### src/rtl/bus_xfer3.sv
module bus_xfer3 #(
  parameter int W = 8
) (
  input  logic         clk,
  input  logic         rst,
  input  logic [1:0]   src_sel,
  input  logic [2:0]   wr_en,
  input  logic [W-1:0] seed,
  input  logic         seed_en,
  output logic [W-1:0] reg0,
  output logic [W-1:0] reg1,
  output logic [W-1:0] reg2,
  output logic [W-1:0] bus
);
  logic [W-1:0] r [3];
  logic [W-1:0] mux_out;

  always_comb begin
    unique case (src_sel)
      2'd0:    mux_out = r[0];
      2'd1:    mux_out = r[1];
      2'd2:    mux_out = r[2];
      default: mux_out = '0;
    endcase
  end

  assign bus = seed_en ? seed : mux_out;

  for (genvar i = 0; i < 3; i++) begin : g_reg
    always_ff @(posedge clk) begin
      if (rst)           r[i] <= '0;
      else if (wr_en[i]) r[i] <= bus;
    end
  end

  assign reg0 = r[0];
  assign reg1 = r[1];
  assign reg2 = r[2];
endmodule


### config.mk
export PLATFORM = sky130hd
export DESIGN_NAME = bus_xfer3
export DESIGN_NICKNAME = d
export VERILOG_FILES = /design/src/rtl/bus_xfer3.sv
export SDC_FILE = /design/constraint.sdc
export NUM_CORES = 1
export LEC_CHECK = 0
export BUFFER_PORTS_ARGS = -buffer_cell sky130_fd_sc_hd__buf_2
export CAP_MARGIN = 20
export CORE_MARGIN = 5
export CORE_UTILIZATION = 50
export CTS_BUF_LIST = sky130_fd_sc_hd__clkbuf_16
export CTS_CLUSTER_SIZE = 8
export DETAILED_ROUTE_END_ITERATION = 7
export MAX_ROUTING_LAYER = met4
export PLACE_DENSITY = 0.87
export SLEW_MARGIN = 20
export SYNTH_ARGS = -nofsm -noshare
export SYNTH_HDL_FRONTEND = slang
export SYNTH_SLANG_ARGS = --single-unit
### constraint.sdc
create_clock -name clk -period 3.2 [get_ports clk]
set_clock_uncertainty 0.05 [all_clocks]
set_input_delay 0.32 -clock clk [delete_from_list [all_inputs] [get_ports clk]]
set_output_delay 0.32 -clock clk [all_outputs]
set_load 0.01 [all_outputs]
==> results of run 1 <==
[critical path, delay by kind of cell]
family                 cells  cell delay, ps
buffers and inverters      3             510
AOI/OAI and AO/OA          1             600
muxes                      1             330
[power by group]
part	leakage [nW]	switching (mW)	total, mW	internal (mW)
combinational	0.429	0.0672	0.121	0.0536
sequential	0.265	0.0106	0.381	0.370
clock	0.0370	0.0913	0.256	0.165
total	0.731	0.169	0.757	0.588
[cells in the mapped netlist]
library cell / instances
sky130_fd_sc_hd__and2b_4: 1
sky130_fd_sc_hd__clkbuf_1: 1
sky130_fd_sc_hd__a222oi_1: 7
sky130_fd_sc_hd__a211oi_1: 1
sky130_fd_sc_hd__nor2_1: 25
sky130_fd_sc_hd__buf_6: 1
sky130_fd_sc_hd__or2_2: 3
sky130_fd_sc_hd__nand2b_1: 3
sky130_fd_sc_hd__and2_1: 1
sky130_fd_sc_hd__and2b_1: 1
sky130_fd_sc_hd__inv_1: 8
sky130_fd_sc_hd__buf_1: 3
sky130_fd_sc_hd__mux2_2: 1
sky130_fd_sc_hd__mux2_4: 7
sky130_fd_sc_hd__nor2b_1: 6
sky130_fd_sc_hd__and4bb_2: 1
sky130_fd_sc_hd__edfxtp_1: 24
[through the flow]
step / cell area [µm²] / setup slack [ps] / power, mW / instances
after floorplan: 1180 / 1490 / 0.457 / 94
after global placement: 1420 / 1150 / 0.504 / 164
after detailed placement: 1420 / 1100 / 0.508 / 164
after CTS: 1500 / 1100 / 0.761 / 167
after global routing: 1500 / 985 / 0.786 / 167
final: 1500 / 1070 / 0.757 / 167
[routing by layer]
metal / track usage (%) / share of wire (%) / vias to the layer above
met5: - / 0 / -
met4: 4.64 / 1.4 / 0
met2: 31.6 / 53 / 38
met3: 2.63 / 8.4 / 4
li1: - / - / 428
met1: 21.3 / 37 / 420
[logic make-up after synthesis]
group	Yosys count	share of synthesized area, %
flops	24	61.3
simple gates	41	17.4
buf+inv	13	4.79
compound gates	8	6.60
mux	8	9.89
[layout make-up]
type | instances | area (µm²)
Fill cell | 181 | 738
Tap cell | 28 | 35.0
Timing Repair Buffer | 47 | 235
Multi-Input combinational cell | 57 | 399
Clock buffer | 3 | 75.1
Inverter | 8 | 30.0
Sequential cell | 24 | 721
[final timing paths]
kind / from / depth (start not counted) / to
worst max register to register: r[0][3] / 3 / r[1][3]
worst min register to register: r[0][6] / 3 / r[1][6]
worst min-delay path: seed[0] / 3 / r[2][0]
worst max-delay path: src_sel[1] / 5 / bus[3]
==> results.md, run 1 <==
- The run finished with clean final reports.
- Setup repair after global routing left no endpoint under its margin.
- The min-delay analysis places its worst path in the category input pin to register.
- The flip-flop count of the largest register after layout is 24.
- The detail-routed via count per cell is about 5.3.
- Measured along the x axis, the die boundary spans 58.5 µm.
- The most frequent cell on the critical path is sky130_fd_sc_hd__buf_2.
- Row generation in the floorplan step produced 17 rows.
- For this block, the routed nets add up to 2.78 mm of wire.
- The mapped netlist covers ~1200 µm².
- Each instance of the synthesized netlist takes up on average around 13 µm².
- CTS built an H-tree with a depth of 1.
- STA classifies the critical path startpoint as an input pin.
- Counting every sink on the clock net gives 24.
- Walking the worst path, the cells encountered are buf_2 -> mux2_4 -> a222oi_1 -> inv_1 -> buf_2.
- In the routed design, unresolved DRC markers number 0.
- Yosys printed 0 warnings.
- The quantity of I/O buffers inserted on ports is 47.
- Routability-driven placement finished with a final weighted congestion of 0.777.
- The boundary pin count is 48.
- The biggest area consumer among synthesized cells is sky130_fd_sc_hd__edfxtp_1.
- Yosys mapped the design onto 17 distinct sky130hd cell types.
- The clock-pin slew on the worst setup and hold paths is roughly 60 ps.
- The worst endpoint data arrival time is 1760 ps.
- The wire length of the first global-routing pass is around 4.5 mm.
- The setup violation total in the final timing report is 0.
- The deepest clock path buffer count is 2.
- The minimum clock period after layout is approximately 2100 ps.
- The endpoint required time on the critical path is ~2800 ps.
- The count of buffers added by post-CTS timing repair for setup is 0.
- Counting the buffers created by CTS gives 3.
- TritonCTS built the clock tree.
- The layout net count is 157.
- Entering global routing, the biggest net connects 18 pins.
- Measured against its own limit, the worst slew margin works out to ~56%.
- The final-layout worst hold slack is 468 ps.
- The register-to-register setup slack is 1420 ps.
- Of the post-synthesis cell area, the dominant cell type holds 61.3%.
- The number of antenna diodes in the final layout is 0.
- In the final layout, the registers with the most flip-flops are r x24.
- In the synthesized netlist, the number of instances is 94.
- Setup total negative slack on the finished layout was measured at 0 ps.
- The count of state elements after synthesis is 24.
- The routed layout has a little under 900 vias.
- For this design the static power due to leakage is 0.731 nW.
- The transition time of the tightest slew-check pin is approximately 660 ps.
- The max-slew violation total from the final report was 0.
- The clock network latency to the later pin of the worst-skew pair is ~250 ps.
- The cell with the largest stage delay on the worst path is sky130_fd_sc_hd__a222oi_1.
- The most frequent standard cell in the layout excluding fill and tap cells is sky130_fd_sc_hd__buf_2.
- The number of endpoints with negative hold slack in the final report was 0.
- The number of global-route vias before repair is between 900 and 1,000.
- The count of hold-fix buffers inserted at cts is 0.
- The share of the core filled with cells is 66.9%.
- Dividing the detail-routed wire length by the instance count gives about 17 µm.
- Leaving out fill and tap cells, the most frequent cells in the layout are sky130_fd_sc_hd__buf_2 (47), sky130_fd_sc_hd__nor2_1 (25), sky130_fd_sc_hd__edfxtp_1 (24), sky130_fd_sc_hd__inv_1 (8).
- In this run the remaining antenna-violating nets after routing total 0.
- By startpoint and endpoint, the worst setup path is classified as input pin to primary output.
- The worst-case IR drop observed on VDD is between 300 and 400 µV.
- The number of cells upsized or downsized after cts is 0.
- The combined global-route utilization of all metal layers is 17.9%.
- The number of antenna violations at the first check in global routing is 0.
- The highest net fanout along the worst path is 10.
- The fraction of final layout cells sized beyond drive strength 1 is 45.3%.
- For this run, the top clock speed supported by timing is between 400 and 500 MHz.
- The worst setup path is captured at a primary output.
- The initial core utilization is 52.7%.
- The global route total overflow is 0.
- The sequential share of the synthesized area is 61.3%.
- The violation count after the first detailed-route iteration is 41.
- The first detailed-routing pass took 4 iterations.
- In the post-synthesis netlist, the biggest area contributors are sky130_fd_sc_hd__edfxtp_1 (61%), sky130_fd_sc_hd__mux2_4 (8.9%), sky130_fd_sc_hd__nor2_1 (8.0%).
- The total half-perimeter wirelength after legalization and detailed placement is 2.07 mm.
- The root buffer cell is sky130_fd_sc_hd__clkbuf_16.
- The power per standard cell area is 506 nW/µm².
- In this design, the stage delay of the slowest critical-path cell is approximately 600 ps.
- The die footprint is 3420 µm².
- The synthesis-to-finish area growth is 27.1%.
- The max-capacitance violation count is 0.
- The die span in y is 58.5 µm.
- The core area is 2230 µm².
- The register with the highest flop count is r.
- After layout, the worst path uses 66.6% of the clock period.
- The number of nets handed over by synthesis was 110.
Power figures use the tool's default switching activity.
==> run 2: changes to the inputs <==
--- a/config.mk
+++ b/config.mk
@@ -8,12 +8,12 @@
 export BUFFER_PORTS_ARGS = -buffer_cell sky130_fd_sc_hd__buf_2
 export CAP_MARGIN = 20
 export CORE_MARGIN = 5
-export CORE_UTILIZATION = 50
+export CORE_UTILIZATION = 47
 export CTS_BUF_LIST = sky130_fd_sc_hd__clkbuf_16
 export CTS_CLUSTER_SIZE = 8
 export DETAILED_ROUTE_END_ITERATION = 7
 export MAX_ROUTING_LAYER = met4
-export PLACE_DENSITY = 0.87
+export PLACE_DENSITY = 0.83
 export SLEW_MARGIN = 20
 export SYNTH_ARGS = -nofsm -noshare
 export SYNTH_HDL_FRONTEND = slang
==> constraint.sdc (replaced) <==
create_clock -name clk -period 2.2 [get_ports clk]
set_clock_uncertainty 0.05 [all_clocks]
set_input_delay 0.22 -clock clk [delete_from_list [all_inputs] [get_ports clk]]
set_output_delay 0.22 -clock clk [all_outputs]
set_load 0.01 [all_outputs]
==> run 2 against run 1 <==
  * Critical path depth fell by 1
  * Largest cell class unchanged
  * Power rose by 46%
  * Final cell count rose by 1.8%
  * First-iteration DRC count rose by 66%
  * Via count rose by 5.7%
  * Sequential power rose by 45%
  * Worst setup slack got worse by 840 ps
  * Critical path type is now register to primary output
  * Non-clock buffer count did not move
  * Clock power rose by 48%
  * Flip-flop and latch count did not move
==> results.md, run 2 (synthesis gave the netlist of run 1 again) <==
- The run finished with clean final reports.
- The number of endpoints with negative hold slack in the final report is 0.
- The power per standard cell area is 738 nW/µm².
- The repair_antennas step left the layout with diodes totalling 0.
- After routing the design area is ~1500 µm².
- The die covers between 3000 and 4000 µm².
- For this design the static power due to leakage is 0.733 nW.
- The number of antenna violations at the first check in global routing is 0.
- The CTS tree is built.
- The max-capacitance violation count is 0.
- The pin count of the biggest net entering global routing is 18.
- The boundary pin count is 48.
- STA classifies the critical path startpoint as a register.
- The combined buffer and inverter count along the critical path is 2.
- The combined global-route utilization of all metal layers is between 10% and 20%.
- The max-slew violation total from the final report is 0.
- The residual antenna-violating net count after detailed routing is 0.
- The global-route track usage on met1 is 19.1%.
- Once detailed placement completed, the half-perimeter wirelength came to approximately 2.1 mm.
- The share of the clock period used by the worst path is 89.7%.
- The number of global-route vias before repair is 830.
- The worst setup path is captured at a primary output.
- On the critical path the largest part of the delay comes from compound AO/OA/AOI/OAI gates.
- In this run, post-CTS repair resized a total of 0 instances.
- Ranked by flip-flop count, first place goes to r.
- The cell with the largest stage delay on the worst path is sky130_fd_sc_hd__a222oi_1.
- Traced cell by cell, the critical path runs through mux2_4 -> a222oi_1 -> inv_1 -> buf_2.
- The worst setup path is of the register to primary output kind.
- The number of placement rows is 18.
- The count of hold-fix buffers inserted at cts is 0.
- Setup repair after global routing left no endpoint under its margin.
- Once the clock tree was built, the setup fixing pass inserted 0 buffers.
- The total wire length is 2.80 mm.
- The filler cells instantiated in the layout total between 150 and 200.
- The total vias in the final route is 941.
- The root buffer cell chosen for the clock tree is sky130_fd_sc_hd__clkbuf_16.
- Along the worst path, the maximum fanout reaches 4.
- The flip-flop count of the largest register after layout is 24.
- Relative to the synthesized area, the layout overhead comes to 27.7%.
- In this run the horizontal extent of the chip is 60.0 µm.
- The share of the core filled with cells is slightly above 60%.
- The global route total overflow is 0.
- The clock network latency to the later pin of the worst-skew pair is around 250 ps.
- The initial core utilization is 48.4%.
- The minimum clock period after layout is slightly below 2000 ps.
- For this run, design rule violations remaining after detail routing come to 0.
- Using the TritonRoute via totals, the vias-per-cell ratio works out to 5.54.
- The final worst slack is 227 ps.
- In this run the most used layer during global routing was met2.
- For met3 alone, demand over resource in global routing was 2.16%.
- In the layout the commonest cells are sky130_fd_sc_hd__buf_2 (47), sky130_fd_sc_hd__nor2_1 (25), sky130_fd_sc_hd__edfxtp_1 (24), sky130_fd_sc_hd__inv_1 (8).
- The average wire per cell in the routed design is 16.5 µm.
- Timing analysis after detailed placement gives a worst setup slack of 319 ps.
- Before antenna repair, the detailed router went through 5 iterations.
- The H-tree level count is 1.
- At the worst endpoint, the arrival time is 1700 ps.
- The standard cell area after detailed placement is 1420 µm².
- The fraction of final layout cells sized beyond drive strength 1 is 45.0%.
- The clock-pin slew on the worst setup and hold paths is around 60 ps.
- Setup violations remaining at the end of the flow were counted as 0.
- On the worst path, the slowest cell contributes a delay of 580 ps.
- The final layout contains between 150 and 200 nets.
- The clock passes through at most 2 buffers.
- The first global-routing pass estimated 4.12 mm of wire.
- The total power is 1.11 mW.
- The maximum frequency from static timing analysis is 507 MHz.
- The core area is 2430 µm².
- The endpoint required time on the critical path is 1930 ps.
- For the pin with the worst max-slew slack, the measured transition is 626 ps.
- Measured against its own limit, the worst slew margin works out to about 58%.
- The final estimated routing congestion in global placement is 0.824.
- The routing usage on met2 is 28.5%.
- IR analysis of the VDD net gives a maximum drop of 483 µV.
- The violation count after the first detailed-route iteration is slightly below 70.
- The path class of the tightest hold or removal check is input pin to register.
- The quantity of I/O buffers inserted on ports is 47.
- The die span in y is 60.0 µm.
- The largest registers in the layout are r x24.
- Leaving out fill and tap cells, the most frequent cell in the layout is sky130_fd_sc_hd__buf_2.
- The number of buffers inserted during clock tree synthesis is 3.
- The total negative slack for setup checks is 0 ps.
- The number of sinks handled by clock tree synthesis is 24.
[run 2: changes by cell type in the layout (fill, tap and decap cells not counted)]
| cell | change |
|---|---|
| sky130_fd_sc_hd__clkinv_1 | +1 |
[run 2: power breakdown]
group	total [mW]	switching, mW	internal, mW	leakage [nW]
Clock	0.379	0.137	0.242	0.0385
Sequential	0.552	0.0146	0.538	0.265
Combinational	0.177	0.0986	0.0780	0.429
Total	1.11	0.250	0.858	0.733
[run 2: routing by layer]
layer | wire length, µm | share of wire [%]
met5 | 0 | 0
met4 | 25 | 0.89
met3 | 280 | 10
met2 | 1470 | 53
met1 | 1020 | 36
[run 2: layout make-up]
class | instances | area (µm²) | area share [%]
clock inverter | 1 | 3.75 | 0.250
clock buffer | 3 | 75.1 | 5.00
tap | 30 | 37.5 | 2.50
inverter | 8 | 30.0 | 2.00
timing repair buffer | 47 | 235 | 15.7
multi-input combinational | 57 | 399 | 26.6
sequential | 24 | 721 | 48.0
[run 2: final timing paths]
path	startpoint	end	slack [ps]	depth (start not counted)
hold reg to reg	r[1][0]	r[1][0]	740	3
setup reg to reg	r[0][2]	r[0][2]	540	3
setup / recovery	r[0][2]	bus[2]	230	4
hold / removal	seed[0]	r[1][0]	360	3
[run 2: worst reg2reg max path: stages, from the launching register on]
cell	delay, ps
sky130_fd_sc_hd__edfxtp_1	380
sky130_fd_sc_hd__mux2_4	270
sky130_fd_sc_hd__a222oi_1	580
sky130_fd_sc_hd__nor2_1	120
[run 2: stage by stage]
stage	hold slack [ps]	std cells
after floorplan	488	94
after global placement	601	166
after detailed placement	608	166
after CTS	362	170
after global routing	384	170
final	359	170
==> run 3: changes to the inputs <==
==> config.mk (replaced) <==
export PLATFORM = sky130hd
export DESIGN_NAME = bus_xfer3
export DESIGN_NICKNAME = d
export VERILOG_FILES = /design/src/rtl/bus_xfer3.sv
export SDC_FILE = /design/constraint.sdc
export NUM_CORES = 1
export LEC_CHECK = 0
export CAP_MARGIN = 20
export CORE_MARGIN = 5
export CORE_UTILIZATION = 55
export CTS_BUF_LIST = sky130_fd_sc_hd__clkbuf_16
export CTS_CLUSTER_SIZE = 8
export DETAILED_ROUTE_END_ITERATION = 7
export DONT_BUFFER_PORTS = 1
export PLACE_DENSITY = 0.75
export SLEW_MARGIN = 20
export SYNTH_ARGS = -nofsm -noshare
export SYNTH_HDL_FRONTEND = slang
export SYNTH_SLANG_ARGS = --single-unit
==> run 3 against run 2 <==
  * Final cell count shrank 29%
  * Critical path depth is 1 lower
  * Power rose by 6.7%
  * Worst setup slack lost 110 ps
  * Via count decreased by 21%
  * Design area is 14% lower
==> results.md, run 3 (synthesis gave the netlist of run 1 again) <==
- The detail route stage leaves a number of antenna-violating nets equal to 0.
- The number of buffers and inverters on the critical path is 1.
- Counting tap cells, the placed design contains a total of 117 instances.
- The class of the worst hold path is input pin to register.
- The highest ir drop seen on vdd is just under 600 µV.
- The clock-pin slew on the worst setup and hold paths is about 60 ps.
- The endpoint required time on the critical path is 1930 ps.
- The kind of end point of the critical path is a primary output.
- The setup violation total in the final timing report is 0.
- The signal on the critical path passes through mux2_4 -> a222oi_1 -> inv_1.
- For this configuration, the core starts out at a cell density of about three fifths.
- The remaining routing DRC violations is 0.
- At the later pin of the worst-skew pair, clock insertion delay measures 250 ps.
- The count of buffers added by post-CTS timing repair for setup is 0.
- The boundary pin count is 48.
- The share of the clock period used by the worst path is 94.6%.
- The register with the highest flop count is r.
- In this run the number of H-tree levels came out at 1.
- The relative slew slack is 54.1%.
- Dividing the detail-routed wire length by the instance count gives 21.0 µm.
- The static leakage power is 0.539 nW.
- The largest registers in the layout are r x24.
- The die outline width is approximately 56 µm.
- The number of antenna violations at the first check in global routing is 0.
- In this run the power density over the cells is ~910 nW/µm².
- After filler insertion, the fill cell instance count of the layout stands at 159.
- Detailed placement finished with a half-perimeter wire length of 1.93 mm.
- For this block, the routed nets add up to about 2.5 mm of wire.
- The detail-routed via count per cell is 6.12.
- The critical path class is register to primary output.
- The layout net count is 111.
- Entering global routing, the biggest net connects 18 pins.
- Input and output buffers added on the ports amount to 0.
- The synthesis-to-finish area growth is 10.2%.
- Setup repair after global routing left no endpoint under its margin.
- Once the clock tree was built, the resizer swapped 0 gates to a different size.
- The core region is 2000 µm².
- At the end of routability-driven placement, the weighted congestion stood at 0.745.
- On the worst path, the slowest cell contributes a delay of 630 ps.
- The maximum frequency from static timing analysis is 480 MHz.
- Of all nets on the critical path, the largest fanout is 4.
- Leaving out fill and tap cells, the most frequent cells in the layout are sky130_fd_sc_hd__nor2_1 (25), sky130_fd_sc_hd__edfxtp_1 (24), sky130_fd_sc_hd__inv_1 (8), sky130_fd_sc_hd__mux2_4 (7), sky130_fd_sc_hd__a222oi_1 (7).
- The violation count after the first detailed-route iteration is between 50 and 60.
- The number of global-route vias before repair is 791.
- Clock tree synthesis inserted a total of 3 buffers.
- The tree is rooted in a sky130_fd_sc_hd__clkbuf_16.
- The total negative slack for setup checks is 0 ps.
- The number of antenna repair diodes is 0.
- The transition time of the tightest slew-check pin is a little under 700 ps.
- The detailed-routing iteration count for the pre-antenna-repair pass is 6.
- The combined global-route utilization of all metal layers is roughly 17%.
- The die covers around 3200 µm².
- The max-slew violation total from the final report is 0.
- The most frequent standard cell in the layout excluding fill and tap cells is sky130_fd_sc_hd__nor2_1.
- The finished layout holds approximately 120 standard cells, fillers aside.
- The deepest clock path buffer count is 2.
- The number of sinks handled by clock tree synthesis is 24.
- The cell family contributing the most delay on the critical path is compound AO/OA/AOI/OAI gates.
- The CTS tree is built.
- The number of placement rows is 16.
- The die is 56.2 µm tall.
- The flow ran to the end, and the final reports show no timing, DRC or antenna violations.
- The first global-routing pass estimated 3.93 mm of wire.
- The max-capacitance violation count is 0.
- The routed layout has 740 vias.
- The minimum clock period after layout is 2080 ps.
- The register with the most flip-flops in the layout has 24 of them.
- The cell with the largest stage delay on the worst path is sky130_fd_sc_hd__a222oi_1.
- After global routing the overflow that remains totals 0.
- The fraction of final layout cells sized beyond drive strength 1 is 19.1%.
- The count of hold-fix buffers inserted at cts is 0.
- Data arrives at the worst endpoint at approximately 1800 ps.
- STA classifies the critical path startpoint as a register.
- The number of endpoints with negative hold slack in the final report is 0.
[run 3: changes by cell type in the layout (fill, tap and decap cells not counted)]
cell                        before  now
sky130_fd_sc_hd__buf_2          47    0
sky130_fd_sc_hd__buf_4           0    1
sky130_fd_sc_hd__bufinv_16       0    1
sky130_fd_sc_hd__clkinv_1        1    0
[run 3: final cells by class]
cell class	instances	area, µm²	area share [%]
timing repair buffer	1	7.51	0.579
tap	27	33.8	2.61
clock buffer	3	75.1	5.79
sequential	24	721	55.6
multi-input combinational	57	399	30.8
inverter	8	30.0	2.32
clock inverter	1	30.0	2.32
[run 3: path summary, 6_finish.rpt]
kind | slack (ps) | start | end | cells after the start
min reg2reg | 840 | r[1][0] | r[0][0] | 3
max reg2reg | 400 | r[0][3] | r[1][3] | 3
min | 280 | rst | r[1][4] | 1
max | 120 | r[0][3] | bus[3] | 3
[run 3: through the flow]
step / hold slack, ps / total power [mW] / instance area (µm²) / util (%) / worst slack, ps
2_1_floorplan: 488 / 0.665 / 1180 / - / 642
3_3_place_gp: 526 / 0.683 / 1190 / 59.5 / 421
3_5_place_dp: 538 / 0.686 / 1190 / 59.5 / 401
4_1_cts: 277 / 1.19 / 1300 / 64.8 / 118
5_1_grt: 285 / 1.22 / 1300 / 64.8 / 16.9
6_report: 275 / 1.18 / 1300 / 64.8 / 118
[run 3: worst reg2reg max path, delay by kind of cell (launching register included)]
kind | cells | cell delay [ps]
muxes | 1 | 300
and+or+nand+nor | 1 | 110
DFF | 1 | 440
AOI/OAI and AO/OA | 1 | 630
[run 3: layer usage]
metal,GRT usage [%],share of wire (%),vias up
met3,6.96,9.7,9
met1,16.7,34,362
met4,8.14,2.5,0
met2,29.0,53,36
li1,-,-,333
met5,0,0,-
[run 3: power by group]
| group | internal [mW] | switching, mW |
|---|---|---|
| Sequential | 0.539 | 0.0351 |
| Combinational | 0.0434 | 0.0567 |
| Clock | 0.361 | 0.146 |
